`src/rtl/pcw_pkg.sv`:
```
package pcw_pkg;
  localparam int FLD_W = 4;

  typedef struct packed {
    logic [FLD_W-1:0] mask;
    logic [FLD_W-1:0] mode;
    logic             src_vec;
    logic             src_zero;
    logic             src_scalar;
    logic             sp_en;
    logic             sp_inv;
    logic             sp_zero;
    logic             dst_zero;
  } pcw_cfg_t;
endpackage

```
`src/rtl/pcw_seq.sv`:
```
module pcw_seq #(
  parameter int MAX_VL = 64,
  localparam int ELEM_W = $clog2(MAX_VL),
  localparam int VL_W = $clog2(MAX_VL + 1)
) (
  input  logic              clk,
  input  logic              rst_n,
  input  logic              start,
  input  logic [VL_W-1:0]   vl_in,
  output logic              busy,
  output logic [ELEM_W-1:0] elem,
  output logic              load,
  output logic              done
);
  logic              busy_q, busy_n;
  logic [ELEM_W-1:0] elem_q, elem_n;
  logic [VL_W-1:0]   vl_q, vl_n, vl_c;
  logic              done_q, done_n;
  logic              last;

  assign vl_c = (vl_in > VL_W'(MAX_VL)) ? VL_W'(MAX_VL) : vl_in;
  assign last = (VL_W'(elem_q) + VL_W'(1)) == vl_q;
  assign load = start & ~busy_q;

  always_comb begin
    busy_n = busy_q;
    elem_n = elem_q;
    vl_n   = vl_q;
    done_n = 1'b0;
    if (load) begin
      elem_n = '0;
      vl_n   = vl_c;
      if (vl_c == '0) begin
        busy_n = 1'b0;
        done_n = 1'b1;
      end else begin
        busy_n = 1'b1;
      end
    end else if (busy_q) begin
      if (last) begin
        busy_n = 1'b0;
        done_n = 1'b1;
      end else begin
        elem_n = elem_q + ELEM_W'(1);
      end
    end
  end

  always_ff @(posedge clk or negedge rst_n) begin
    if (!rst_n) begin
      busy_q <= 1'b0;
      elem_q <= '0;
      vl_q   <= '0;
      done_q <= 1'b0;
    end else begin
      busy_q <= busy_n;
      done_q <= done_n;
      if (load || busy_q) begin
        elem_q <= elem_n;
        vl_q   <= vl_n;
      end
    end
  end

  assign busy = busy_q;
  assign elem = elem_q;
  assign done = done_q;

  // element counter advances by one while a run continues
  assert_step_R2: assert property (@(posedge clk) disable iff (!rst_n)
    (busy_q && !last) |=> (busy_q && elem_q == $past(elem_q) + ELEM_W'(1)));

  // completion pulse only while idle
  assert_done_idle_R9: assert property (@(posedge clk) disable iff (!rst_n)
    done_q |-> !busy_q);

  // captured length cannot be replaced mid-run
  assert_hold_len_R10: assert property (@(posedge clk) disable iff (!rst_n)
    (busy_q && !last) |=> $stable(vl_q));
endmodule

```
`src/rtl/pcw_sel.sv`:
```
module pcw_sel
  import pcw_pkg::*;
#(
  parameter int MAX_VL = 64,
  localparam int ELEM_W = $clog2(MAX_VL)
) (
  input  logic              busy,
  input  logic [ELEM_W-1:0] elem,
  input  pcw_cfg_t          cfg,
  input  logic [MAX_VL-1:0] src_lsbs,
  input  logic [MAX_VL-1:0] spred,
  input  logic [MAX_VL-1:0] dpred,
  output logic              wr_en,
  output logic              kill,
  output logic              sbit
);
  logic dbit;
  logic sp_bit;
  logic raw;

  always_comb begin
    dbit   = dpred[elem];
    sp_bit = spred[elem] ^ cfg.sp_inv;
    if (cfg.src_zero)
      raw = 1'b0;
    else if (cfg.src_vec)
      raw = src_lsbs[elem];
    else
      raw = cfg.src_scalar;
    sbit  = (cfg.sp_en && !sp_bit && cfg.sp_zero) ? 1'b0 : raw;
    kill  = ~dbit;
    wr_en = busy & (dbit | cfg.dst_zero);
  end
endmodule

```
`src/rtl/pcw_field.sv`:
```
module pcw_field
  import pcw_pkg::*;
(
  input  logic [FLD_W-1:0] mask,
  input  logic [FLD_W-1:0] mode,
  input  logic             sbit,
  input  logic             kill,
  output logic [FLD_W-1:0] data
);
  for (genvar j = 0; j < FLD_W; j++) begin : g_lane
    assign data[j] = ~kill & mask[j] & ~(mode[j] ^ sbit);
  end
endmodule

```
`src/rtl/pred_cond_writer.sv`:
```
module pred_cond_writer
  import pcw_pkg::*;
#(
  parameter int MAX_VL = 64,
  parameter int FIDX_W = 7,
  localparam int ELEM_W = $clog2(MAX_VL),
  localparam int VL_W = $clog2(MAX_VL + 1)
) (
  input  logic              clk,
  input  logic              rst_n,
  input  logic              start,
  input  logic [VL_W-1:0]   vl,
  input  logic [FIDX_W-1:0] fld_base,
  input  logic [FLD_W-1:0]  op_mask,
  input  logic [FLD_W-1:0]  op_mode,
  input  logic              src_is_vec,
  input  logic              src_reg_zero,
  input  logic              src_scalar_bit,
  input  logic [MAX_VL-1:0] src_elem_lsbs,
  input  logic              spred_en,
  input  logic              spred_inv,
  input  logic              spred_zero,
  input  logic [MAX_VL-1:0] spred,
  input  logic [MAX_VL-1:0] dpred,
  input  logic              dpred_zero,
  output logic              busy,
  output logic              wr_en,
  output logic [FIDX_W-1:0] wr_idx,
  output logic [FLD_W-1:0]  wr_data,
  output logic              done
);
  logic              load;
  logic [ELEM_W-1:0] elem;
  pcw_cfg_t          cfg_q, cfg_n;
  logic [FIDX_W-1:0] base_q;
  logic [MAX_VL-1:0] lsbs_q, spred_q, dpred_q;
  logic              kill, sbit, en_c;

  pcw_seq #(.MAX_VL(MAX_VL)) u_seq (
    .clk(clk), .rst_n(rst_n), .start(start), .vl_in(vl),
    .busy(busy), .elem(elem), .load(load), .done(done)
  );

  always_comb begin
    cfg_n.mask       = op_mask;
    cfg_n.mode       = op_mode;
    cfg_n.src_vec    = src_is_vec;
    cfg_n.src_zero   = src_reg_zero;
    cfg_n.src_scalar = src_scalar_bit;
    cfg_n.sp_en      = spred_en;
    cfg_n.sp_inv     = spred_inv;
    cfg_n.sp_zero    = spred_zero;
    cfg_n.dst_zero   = dpred_zero;
  end

  always_ff @(posedge clk or negedge rst_n) begin
    if (!rst_n) begin
      cfg_q   <= '0;
      base_q  <= '0;
      lsbs_q  <= '0;
      spred_q <= '0;
      dpred_q <= '0;
    end else if (load) begin
      cfg_q   <= cfg_n;
      base_q  <= fld_base;
      lsbs_q  <= src_elem_lsbs;
      spred_q <= spred;
      dpred_q <= dpred;
    end
  end

  pcw_sel #(.MAX_VL(MAX_VL)) u_sel (
    .busy(busy), .elem(elem), .cfg(cfg_q), .src_lsbs(lsbs_q),
    .spred(spred_q), .dpred(dpred_q),
    .wr_en(en_c), .kill(kill), .sbit(sbit)
  );

  pcw_field u_field (
    .mask(cfg_q.mask), .mode(cfg_q.mode), .sbit(sbit), .kill(kill),
    .data(wr_data)
  );

  assign wr_en  = en_c;
  assign wr_idx = base_q + FIDX_W'(elem);

  // no write strobe outside a run
  assert_idle_quiet_R1: assert property (@(posedge clk) disable iff (!rst_n)
    !busy |-> !wr_en);

  // a written field never sets a lane outside the captured mask
  assert_mask_bound_R3: assert property (@(posedge clk) disable iff (!rst_n)
    wr_en |-> ((wr_data & ~cfg_q.mask) == '0));
endmodule

```
`config.mk`:
```
export PLATFORM = sky130hd
export DESIGN_NAME = pred_cond_writer
export DESIGN_NICKNAME = d
export VERILOG_FILES = /design/src/rtl/pcw_pkg.sv /design/src/rtl/pcw_seq.sv /design/src/rtl/pcw_sel.sv /design/src/rtl/pcw_field.sv /design/src/rtl/pred_cond_writer.sv
export SDC_FILE = /design/constraint.sdc
export NUM_CORES = 1
export LEC_CHECK = 0
export ABC_AREA = 1
export BUFFER_PORTS_ARGS = -buffer_cell sky130_fd_sc_hd__buf_2
export CAP_MARGIN = 20
export CORE_MARGIN = 2
export CORE_UTILIZATION = 40
export DETAILED_ROUTE_END_ITERATION = 7
export PLACE_DENSITY = 0.58
export SYNTH_ARGS = -nofsm -noshare
export SYNTH_HDL_FRONTEND = slang
export SYNTH_SLANG_ARGS = --single-unit
```
`constraint.sdc`:
```
create_clock -name clk -period 5.4 [get_ports clk]
set_input_delay 0.81 -clock clk [delete_from_list [all_inputs] [get_ports clk]]
set_output_delay 0.81 -clock clk [all_outputs]
set_load 0.05 [all_outputs]
```
==> results.md, run 1 <==
- TritonCTS built the clock tree.
- On the critical path the largest part of the delay comes from buffers and inverters.
- The cell type with the highest occurrence count on the critical path is sky130_fd_sc_hd__nand3_1.
- The slowest stage of the critical path is the sky130_fd_sc_hd__inv_2 cell.
- The largest vdd supply drop is 0.175 mV.
- The path class of the tightest hold or removal check is in2async.
- Dividing the detail-routed wire length by the instance count gives 15.5 um.
- The clock tree root buffer cell is sky130_fd_sc_hd__clkbuf_16.
- Tracing the worst setup path back leads to its startpoint at u_seq.elem[0].
- The final RePlAce weighted congestion is 0.771.
- The pre-antenna-repair detailed-routing pass consisted of 5 iterations.
- Prior to clock tree synthesis, the placed netlist has a worst setup slack of 1290 ps.
- Detailed placement ended at an HPWL of 20500 um.
- In this run, post-CTS hold repair placed 0 buffers.
- Along the worst path, the maximum fanout reaches 64.
- The flow ran to the end, and the final reports show no timing, DRC or antenna violations.
- The via total after detailed routing is 9832.
- Summed over all failing endpoints, the final setup total negative slack is 0 ps.
- The filler cells instantiated in the layout total 2798.
- After layout, the worst path uses 85.8% of the clock period.
- The growth of design area from synthesis to finish is 19.6%.
- Setup repair after global routing left no endpoint under its margin.
- The first global-routing pass estimated 50000 um of wire.
- The total of cells resized after clock tree synthesis is 0.
- Headroom to the max-slew limit came out at 36.2%.
- The overall die area is 0.0291 mm^2.
- The total power density per cell area is 266 mW/mm^2.
- The post-detailed-routing wire length is 31500 um.
- The count of nets left with antenna violations once routing finished came out at 0.
- The overall die width is 171 um.
- In this run the critical register-to-register path is captured at spred_q[52].
- Yosys printed 0 warnings.
- Global routing finished with a remaining overflow of 0.
- The mapped netlist covers 0.0111 mm^2.
- The register-to-register setup slack is 2710 ps.
- Counting cells, the worst reg-to-reg path comes to 6.
- After the first detailed-routing iteration, the DRC count stood at 718.
- The initial antenna violation count is 2.
- The count of input and output buffers is 237.
- The worst flop-to-flop path startpoint is u_seq.busy.
- After synthesis the netlist holds a flip-flop and latch count of 229.
- The clock tree buffer depth is 3.
- STA puts the critical path data required time at 4590 ps.
- The number of global-route vias before repair is 9517.
- The critical path contains buffers and inverters numbering 4 combined.
- The clock net sink count is 229.
- The largest single stage delay on the critical path is 810 ps.
- The core region is 0.0276 mm^2.
- The number of max-slew violations in the final report is 0.
- The CTS clock-pin slew for the worst setup and hold paths is 60 ps.
- Once the floorplan was initialized, standard cells occupied 40.4% of the core.
- Global routing consumed, over all layers together, 21.6% of the routing resources.
- For this run, design rule violations remaining after detail routing come to 0.
- The capture point of the worst path is wr_data[1].
- The hold violation total from the final report is 0.
- Once layout is complete, the utilization of the core stands at 48.3%.
- For this run, the top clock speed supported by timing is 216 MHz.
- The top-level I/O count is 238.
- After detailed routing, the number of vias per cell comes to 4.85.
- The critical path crosses 15 cells after its start point.
- The number of buffers added for setup after CTS is 0.
- STA classifies the critical path endpoint as an output pin.
- The routed design could run at a clock period as short as 4630 ps.
- The signal on the critical path passes through inv_2 -> buf_4 -> nor2_1 -> nor2_1 -> o21ai_0 -> nand3_1 -> nand3_1 -> nand3_1 -> nand3_1 -> nand3_1 -> nand2_1 -> inv_2 -> a21oi_1 -> nor2_1 -> buf_2.
- The number of different library cells used by synthesis comes to 32.
- The count of max-cap constraint violations is 0.
- Data arrives at the worst endpoint at 3820 ps.
- The worst clock skew is 7.74 ps.
- After synthesis, flip-flops and latches occupy 51.5% of the total area.
- The number of nets handed over by synthesis was 1676.
- For the worst-skew pair, the clock arrives at the later sink with an insertion delay of 530 ps.
- The die height is 171 um.
- The library cells used most frequently in the layout, excluding fill and tap cells, are 572 x sky130_fd_sc_hd__nand2_1, 236 x sky130_fd_sc_hd__buf_2, 226 x sky130_fd_sc_hd__dfrtp_1.
- The initialized floorplan defines 61 standard-cell rows.
- For the pin with the worst max-slew slack, the measured transition is 956 ps.
- The pin count of the biggest net entering global routing is 144.
- The mean cell area of the mapped netlist is 7.70 um^2.
- In the final layout, the share of cells above drive strength 1 is 18.4%.
- The count of nets after finishing is 1863.
- The worst setup path category is reg2out.
- The standby leakage power is 0.00694 uW.
- The most common cell after layout, fill and taps aside is sky130_fd_sc_hd__nand2_1.
- Synthesis produced 1444 cells.
- The slack of the critical path is 765 ps.
- The total setup violations reported at the end of the flow is 0.
- The total clock buffers created by CTS is 26.
- The worst setup path is launched from a register.
- The maximum level of the CTS H-tree is 1.
==> worst min path at each step <==
stage | endpoint | slack, ps | depth (start not counted)
final | spred_q[15] | 270 | 1
after floorplan | lsbs_q[28] | 440 | 2
after global routing | spred_q[18] | 340 | 1
after CTS | spred_q[14] | 320 | 1
after detailed placement | dpred_q[30] | 460 | 2
after global placement | dpred_q[11] | 460 | 2
==> report_power, final <==
part           switching (uW)  total [uW]  internal (uW)  leakage (uW)
clock                     695        1710           1010      0.000405
sequential                  0        1720           1720       0.00262
combinational            63.8         122           58.4       0.00392
total                     759        3540           2790       0.00694
==> worst reg2reg max path: stages (launching register included) <==
cell and delay [ps]:
sky130_fd_sc_hd__dfrtp_1 500, sky130_fd_sc_hd__inv_1 160, sky130_fd_sc_hd__nand2_4 410, sky130_fd_sc_hd__inv_8 710, sky130_fd_sc_hd__buf_4 530, sky130_fd_sc_hd__nand2_1 170, sky130_fd_sc_hd__o21ai_0 110
==> state kept, by name, indices dropped and copies added (netlist names) <==
signal	cells
cfg_q	15
spred_q	64
u_seq.busy	1
lsbs_q	64
dpred_q	64
u_seq.vl_q	7
u_seq.done	1
base_q	7
u_seq.elem	6
==> cells in the mapped netlist, drive strengths merged <==
| library cell | count | area share [%] |
|---|---|---|
| xnor2 | 4 | 0.32 |
| o211ai | 30 | 2.1 |
| o21ai | 147 | 6.6 |
| a211oi | 3 | 0.29 |
| nand4 | 2 | 0.11 |
| nor4 | 1 | 0.056 |
| o221ai | 3 | 0.24 |
| clkbuf | 48 | 1.6 |
| nand3 | 116 | 5.3 |
| a21oi | 7 | 0.32 |
| fa | 1 | 0.18 |
| nand2 | 576 | 20 |
| or2 | 9 | 0.51 |
| dfrtp | 229 | 52 |
| ha | 7 | 0.79 |
| o22ai | 11 | 0.62 |
| nand3b | 1 | 0.10 |
| buf | 41 | 2.3 |
| xor2 | 8 | 0.63 |
| nor2 | 75 | 2.5 |
| inv | 125 | 4.2 |
==> logic make-up after synthesis <==
family / count (synthesis) / share of synthesized area (%)
flip-flops: 229 / 51.5
adder cells (fa/ha/maj): 8 / 0.968
XOR/XNOR: 12 / 0.945
AO/OA/AOI/OAI: 201 / 10.2
buffers and inverters: 214 / 8.15
AND/OR/NAND/NOR: 780 / 28.2
==> area by class of cell <==
class                   instances  area (um^2)  share of cell area, %
inverters                     125          477                   3.58
well taps                     378          473                   3.56
repair buffers                248         1300                   9.80
flip-flops and latches        229         5740                   43.1
diodes                          2         5.00                 0.0376
multi-input cells            1001         4490                   33.8
clock inverters                 6         55.1                  0.414
clock buffers                  39          761                   5.72
==> per-layer routing <==
layer,vias to the layer above,global-route usage [%],wire [um]
li1,4922,-,-
met1,4588,31.6,15100
met2,274,33.7,14000
met3,48,2.80,1530
met4,0,5.98,875
met5,-,0,0
==> through the flow <==
stage	power, uW	instances	hold WS (ps)	instance area (um^2)
finish	3540	2028	273	13300
global placement	1870	1981	459	12500
detailed placement	1870	1981	461	12500
floorplan	1750	1444	441	11100
CTS	3580	2026	323	13300
global route	3660	2028	342	13300
No activity file was read; power rests on OpenSTA's default activity.
==> inputs of run 2 (changes only) <==
CORE_ASPECT_RATIO = 0.8   (was not set)
PLACE_DENSITY = 0.72   (was 0.58)
SETUP_SLACK_MARGIN = 0.1   (was not set)
==> results.md, run 2 (synthesis gave the netlist of run 1 again) <==
- The worst setup path is captured at an output pin.
- The core footprint is 0.0273 mm^2.
- For the pin with the worst max-slew slack, the measured transition is 1050 ps.
- The total setup violations reported at the end of the flow is 0.
- The area used by multi-input combinational logic is 0.00449 mm^2.
- The clock net sink count is 229.
- The number of global-route vias before repair is 9474.
- Global routing used 3.70% of the available met3 tracks.
- Routability-driven placement finished with a final weighted congestion of 0.861.
- Registers take 0.00574 mm^2.
- The register-to-register setup slack is 2460 ps.
- The fraction of met1 tracks used by global routing is 32.2%.
- Dividing the detail-routed wire length by the instance count gives 15.8 um.
- The number of buffers added for setup after CTS is 0.
- Timing would allow up to 224 MHz.
- After layout, the worst path uses 82.5% of the clock period.
- The flow ran to the end, and the final reports show no timing, DRC or antenna violations.
- The clock tree root buffer cell is sky130_fd_sc_hd__clkbuf_16.
- TritonCTS built the clock tree.
- Headroom to the max-slew limit came out at 30.0%.
- The number of max-slew violations in the final report is 0.
- The hold violation total from the final report came to 0.
- The count of TritonRoute iterations in the first routing pass is 5.
- The die is 190 um wide.
- STA puts the critical path data required time at 4590 ps.
- The count of nets after finishing is 1860.
- The remaining antenna violation count after routing is 0.
- The arrival time of the worst setup path is 3650 ps.
- The die is 153 um tall.
- The growth of design area from synthesis to finish is 19.6%.
- Of the cells placed in the final design, the portion with a size suffix greater than 1 is 18.4%.
- The largest registers in the layout are dpred_q x64, lsbs_q x64, spred_q x64.
- Final hold analysis gives a worst-case slack of 362 ps.
- The library cell used most frequently in the layout, excluding fill and tap cells, is sky130_fd_sc_hd__nand2_1.
- The top cell types in the final layout, fill and taps aside, are 572 x sky130_fd_sc_hd__nand2_1, 236 x sky130_fd_sc_hd__buf_2, 226 x sky130_fd_sc_hd__dfrtp_1.
- The remaining global-route overflow is 0.
- For this block, the initial DRC count from the detailed router was 763.
- The classification of the worst-slack hold path is in2async.
- In this run the count of I/O pins placed on the die edge is 238.
- The standby leakage power is 0.00695 uW.
- The highest-utilization routing layer at the global route stage is met2.
- The overall die area is 0.0292 mm^2.
- Input and output buffers added on the ports amount to 237.
- Setup repair after global routing left no endpoint under its margin.
- The detailed-route DRC error count is 0.
- The detail-routed via count per cell is 4.96.
- For this run, global-route usage on met2 was measured as 32.9%.
- The largest vdd supply drop is 0.212 mV.
- The global-route usage over all layers is 21.6%.
- Gates resized during post-CTS repair numbered 0.
- The tool flagged a number of max-cap violations equal to 0.
- The final layout contains routed wiring with a total length of 31700 um.
- The initial core utilization is 40.7%.
- The wire length of the first global-routing pass is 50100 um.
- The clock insertion delay at the later pin of the skew report is 510 ps.
- The kind of start point of the critical path is a register.
- The number of filler instances in the final layout is 2618.
- The initial antenna violation count is 3.
- The overall power after layout is 3630 uW.
- The post-DP HPWL is 20800 um.
- The critical path is of the reg2out type.
- The worst clock skew is 11.7 ps.
- In this run the worst path has a maximum fanout of 83.
- The total power density per cell area is 273 mW/mm^2.
- The final critical delay including setup and external delays is 4460 ps.
- The number of hold buffers added after cts is 0.
- The pin count of the biggest net entering global routing is 217.
- The clock tree buffer depth is 3.
- Summed over all failing endpoints, the final setup total negative slack is 0 ps.
- After clock tree synthesis, the clock-pin slew on the worst setup and hold paths is 60 ps.
- The total clock buffers created by CTS is 25.
- The standard-cell row count is 54.
- The maximum level of the CTS H-tree is 1.
- The via total after detailed routing is 9977.
==> run 2: changes by cell type in the layout (fill, tap and decap cells not counted), sizes merged <==
cell	change
buf	-2
bufinv	+3
clkbuf	-4
clkinv	-1
clkinvlp	+1
diode	-1
inv	+1
==> run 2: layout make-up <==
cell class              instances  share of cell area, %
flip-flops and latches        229                   43.1
multi-input cells            1001                   33.8
repair buffers                246                   9.60
clock buffers                  35                   5.29
inverters                     125                   3.58
well taps                     364                   3.42
clock inverters                10                   1.19
diodes                          1                 0.0188
==> run 2: critical path, cell delays in order (launching register included) <==
cell	delay, ps
sky130_fd_sc_hd__dfrtp_4	790
sky130_fd_sc_hd__inv_2	160
sky130_fd_sc_hd__buf_4	630
sky130_fd_sc_hd__nand2_1	130
sky130_fd_sc_hd__nand3_1	100
sky130_fd_sc_hd__nand3_1	70
sky130_fd_sc_hd__nand3_1	130
sky130_fd_sc_hd__nand3_1	110
sky130_fd_sc_hd__nand3_1	130
sky130_fd_sc_hd__nand2_1	60
sky130_fd_sc_hd__nand2_1	90
sky130_fd_sc_hd__nand3_4	140
sky130_fd_sc_hd__nand3_1	100
sky130_fd_sc_hd__nand2_1	50
sky130_fd_sc_hd__nor2_1	90
sky130_fd_sc_hd__buf_2	270
==> run 2: metal layers <==
layer  vias to the layer above  share of wire, %  wire length [um]
met3                        44               7.4              2360
met5                         -             0.041                13
met2                       371                43             13500
met1                      4645                48             15200
li1                       4915                 -                 -
met4                         2               2.0               628
==> run 2: final timing paths <==
path / from / to / depth (start not counted)
worst max-delay path: u_seq.elem[0] / wr_data[3] / 15
worst min-delay path: rst_n / spred_q[8] / 1
worst max register to register: u_seq.elem[0] / u_seq.elem[1] / 9
worst min register to register: dpred_q[26] / dpred_q[26] / 2
max in group asynchronous: rst_n / dpred_q[22] / 2
min in group clk: dpred_q[26] / dpred_q[26] / 2
==> run 2: report_power, final <==
| group | leakage (uW) | switching [uW] | internal (uW) |
|---|---|---|---|
| clock network | 0.000422 | 695 | 1100 |
| registers | 0.00262 | 0 | 1720 |
| logic | 0.00390 | 64.0 | 58.5 |
==> run 2: metrics by stage <==
step | utilization [%] | cell area, um^2 | worst slack, ps | std cells
after floorplan | - | 11100 | 2210 | 1444
after global placement | 45.6 | 12400 | 1600 | 1965
after detailed placement | 45.6 | 12400 | 1500 | 1965
after CTS | 48.7 | 13300 | 934 | 2010
after global routing | 48.7 | 13300 | 648 | 2011
final | 48.7 | 13300 | 943 | 2011
==> inputs of run 3 (changes only) <==
ABC_AREA = 0   (was 1)
PLACE_DENSITY = 0.74   (was 0.72)
clock period = 3.83 ns   (was 5.4 ns; I/O delays follow)
==> results.md, run 3 <==
- The hold violation total from the final report came to 0.
- The final layout contains routed wiring with a total length of 29300 um.
- For this run, the detailed router's first-pass iteration total came to 5.
- The synthesized netlist occupies a cell area of 0.0108 mm^2.
- The initial antenna violation count is 1.
- The classification of the worst-slack hold path is in2reg.
- The count of max-cap constraint violations is 0.
- The fraction of power spent switching nets is 37.8%.
- The synthesized netlist devotes 0.996% of its cell area to adder and majority cells.
- The clock insertion delay at the later pin of the skew report is 520 ps.
- The proportion of synthesized chip area in sequential cells is 53.0%.
- The floorplan step defined a die boundary enclosing 0.0284 mm^2.
- Counting every instance in the synthesized netlist gives 1170.
- A synthesized cell averages 9.24 um^2.
- The final reports fail on negative setup slack.
- The number of synthesized register bits is 229.
- The maximum level of the CTS H-tree is 1.
- In this run the remaining antenna-violating nets after routing total 0.
- The largest fanout on the critical path is 8.
- The detailed-route wire length per cell is 16.6 um.
- The detailed router finished its first iteration with 621 violations.
- In the post-synthesis netlist, the biggest area contributors are sky130_fd_sc_hd__dfrtp_1 53%, sky130_fd_sc_hd__nand2_1 23%, sky130_fd_sc_hd__mux4_2 8.3%.
- The number of synthesis warnings is 0.
- After synthesis, the largest family of logic cells by area is simple AND/OR/NAND/NOR gates.
- The fraction of synthesized cell area taken by the top area cell type is 53.0%.
- In this run the power density over the cells is 873 mW/mm^2.
- Counting flops with an async set or reset pin after synthesis yields a share of 100%.
- The clock tree root buffer cell is sky130_fd_sc_hd__clkbuf_16.
- The growth of design area from synthesis to finish is 24.6%.
- The leading register cell type out of synthesis is sky130_fd_sc_hd__dfrtp_1.
- In this run, CTS created clock tree buffers numbering 25.
- Measured against its own limit, the worst slew margin works out to 44.2%.
- In the layout the commonest cells are 665 x sky130_fd_sc_hd__nand2_1, 231 x sky130_fd_sc_hd__buf_2, 226 x sky130_fd_sc_hd__dfrtp_1.
- The post-DP HPWL is 21000 um.
- The largest vdd supply drop is 0.426 mV.
- For the finished layout, the period the worst path requires is 4080 ps.
- The simple-gate share of the synthesized area is 26.9%.
- The post-synthesis compound-gate area fraction is 2.64%.
- The tightest hold path in the finished design has a slack of 248 ps.
- The detail-routed via count per cell is 4.95.
- The critical path is of the reg2out type.
- The run finished, with violations left.
- The kind of start point of the critical path is a register.
- Dividing the final minimum period by the clock period gives 106%.
- In the post-route analysis, the smallest setup slack over all paths is -247 ps.
- Counting flops with a built-in enable in the synthesized netlist gives 0.
- Counting along the longest clock path gives a buffer depth of 3.
- The sequential power share is 37.1%.
- The clock net sink count is 229.
- The maximum operating frequency is 245 MHz.
- Of the total power, the clock network draws 21.7%.
- The net switching power figure is 4450 uW.
- After clock tree synthesis, the clock-pin slew on the worst setup and hold paths is 60 ps.
- Setup repair after global routing could not meet its margin everywhere.
- The standby leakage power is 0.00713 uW.
- The worst clock skew is 10.8 ps.
- The number of distinct standard cells referenced by the synthesized netlist is 48.
- At the worst endpoint, the required time is 3260 ps.
- TritonCTS built the clock tree.
- The net count after synthesis is 1402.
- At the end of the flow, the number of nets in the layout was 1627.
- STA classifies the critical path endpoint as an output pin.
- In this run the cell area measured after placement is 0.0124 mm^2.
- For this configuration, the core starts out at a cell density of 40.9%.
- In the final layout, the registers with the most flip-flops are dpred_q x64, lsbs_q x64, spred_q x64.
- In the synthesized netlist, mux cells make up 12.1% of the area.
- Global routing finished with a remaining overflow of 0.
- The number of global-route vias before repair is 8965.
- The total setup violations reported at the end of the flow is 5.
- Buffers placed on the I/O ports in this run total 237.
- The arrival time of the worst setup path is 3500 ps.
- In this run the horizontal extent of the chip is 188 um.
- With fillers left out, the area of the finished cells amounts to 0.0135 mm^2.
- The global-route usage over all layers is 21.0%.
- In the routed design, unresolved DRC markers number 0.
- In the synthesized netlist, the cells that appear most often are 666 x sky130_fd_sc_hd__nand2_1, 229 x sky130_fd_sc_hd__dfrtp_1, 43 x sky130_fd_sc_hd__clkbuf_1, 40 x sky130_fd_sc_hd__mux4_2, 14 x sky130_fd_sc_hd__buf_1.
- The leading area contributor after synthesis is sky130_fd_sc_hd__dfrtp_1.
- At the end of routability-driven placement, the weighted congestion stood at 0.812.
- The number of antenna diodes in the final layout is 0.
- During I/O placement, the number of pins put on the boundary was 238.
- For the pin with the worst max-slew slack, the measured transition is 835 ps.
- The die height is 151 um.
- The routed layout has 8753 vias.
- Leaving out fill and tap cells, the most frequent cell in the layout is sky130_fd_sc_hd__nand2_1.
- The standard-cell row count is 53.
- The floorplan step defined a core boundary enclosing 0.0264 mm^2.
- The internal power of the cells is 7310 uW.
- Per report_power, the combinational group accounts for 41.2% of the total.
- The first global-routing pass estimated 47300 um of wire.
- The most common cell in the synthesized netlist is sky130_fd_sc_hd__nand2_1.
- The pin count of the biggest net entering global routing is 99.
- The XOR/XNOR share of the synthesized area is 1.13%.
- The number of max-slew violations in the final report came to 0.
- In the final layout, the share of cells above drive strength 1 is 26.3%.
## run 3: worst max-delay path: stages (launching register included)
cell	delay (ps)
sky130_fd_sc_hd__dfrtp_4	510
sky130_fd_sc_hd__buf_12	140
sky130_fd_sc_hd__buf_12	120
sky130_fd_sc_hd__mux4_2	310
sky130_fd_sc_hd__mux2i_1	80
sky130_fd_sc_hd__mux4_2	470
sky130_fd_sc_hd__and3b_1	190
sky130_fd_sc_hd__or4_4	560
sky130_fd_sc_hd__nor4_1	220
sky130_fd_sc_hd__and4b_1	240
sky130_fd_sc_hd__buf_6	150
## run 3: logic make-up after synthesis
| group | Yosys count |
|---|---|
| multiplexers | 68 |
| flip-flops | 229 |
| adder cells (fa/ha/maj) | 8 |
| buffers and inverters | 79 |
| AND/OR/NAND/NOR | 731 |
| XOR/XNOR | 14 |
| AO/OA/AOI/OAI | 41 |
## run 3: routing by layer
metal / up-vias / routed length, um / GRT usage, %
li1: 4233 / - / -
met1: 4201 / 13900 / 30.7
met2: 285 / 12900 / 32.6
met3: 34 / 2060 / 4.49
met4: 0 / 477 / 3.94
met5: - / 0 / 0
## run 3: stage by stage
stage          setup WS, ps  utilization [%]  setup TNS, ps  power, uW  cells
3_3_place_gp            137             47.0              0       8800   1716
3_5_place_dp           55.1             47.0              0       8990   1716
2_1_floorplan           274                -              0       7610   1170
5_1_grt                -410             51.0          -1700      12600   1769
4_1_cts                -246             50.9          -1010      11800   1769
6_report               -247             51.0           -947      11800   1769
## run 3: final timing paths
kind / from / slack [ps] / cells past startpoint / end
max in group asynchronous: rst_n / 2400 / 3 / lsbs_q[55]
hold reg to reg: lsbs_q[32] / 470 / 2 / lsbs_q[32]
min in group asynchronous: rst_n / 570 / 2 / dpred_q[20]
setup / recovery: u_seq.elem[0] / -250 / 10 / wr_data[2]
hold / removal: src_elem_lsbs[31] / 250 / 3 / lsbs_q[31]
setup reg to reg: u_seq.elem[2] / 810 / 9 / u_seq.elem[2]
## run 3: area by class of cell
cell class / instances / area, um^2
clock inverters: 9 / 156
well taps: 357 / 447
multi-input cells: 862 / 4790
fillers: 2433 / 12900
clock buffers: 35 / 713
flip-flops and latches: 229 / 5740
repair buffers: 269 / 1590
inverters: 8 / 30.0
## run 3: timing repair
| action | in CTS | in global routing |
|---|---|---|
| hold buffers | 1 | 0 |
| endpoints found under the setup margin | 5 | 5 |
| cloned | 1 | 0 |
| resized for setup | 16 | 10 |
| pin swaps | 3 | 1 |
| setup buffers | 7 | 0 |
| endpoints found under the hold margin | 16 | 0 |
## run 3: power groups by stage
stage          combinational [uW]  sequential [uW]  clock, uW
2_1_floorplan                3590             4020          0
3_3_place_gp                 4390             4410          0
3_5_place_dp                 4590             4400          0
4_1_cts                      4860             4350       2600
5_1_grt                      5380             4480       2700
6_report                     4840             4360       2560
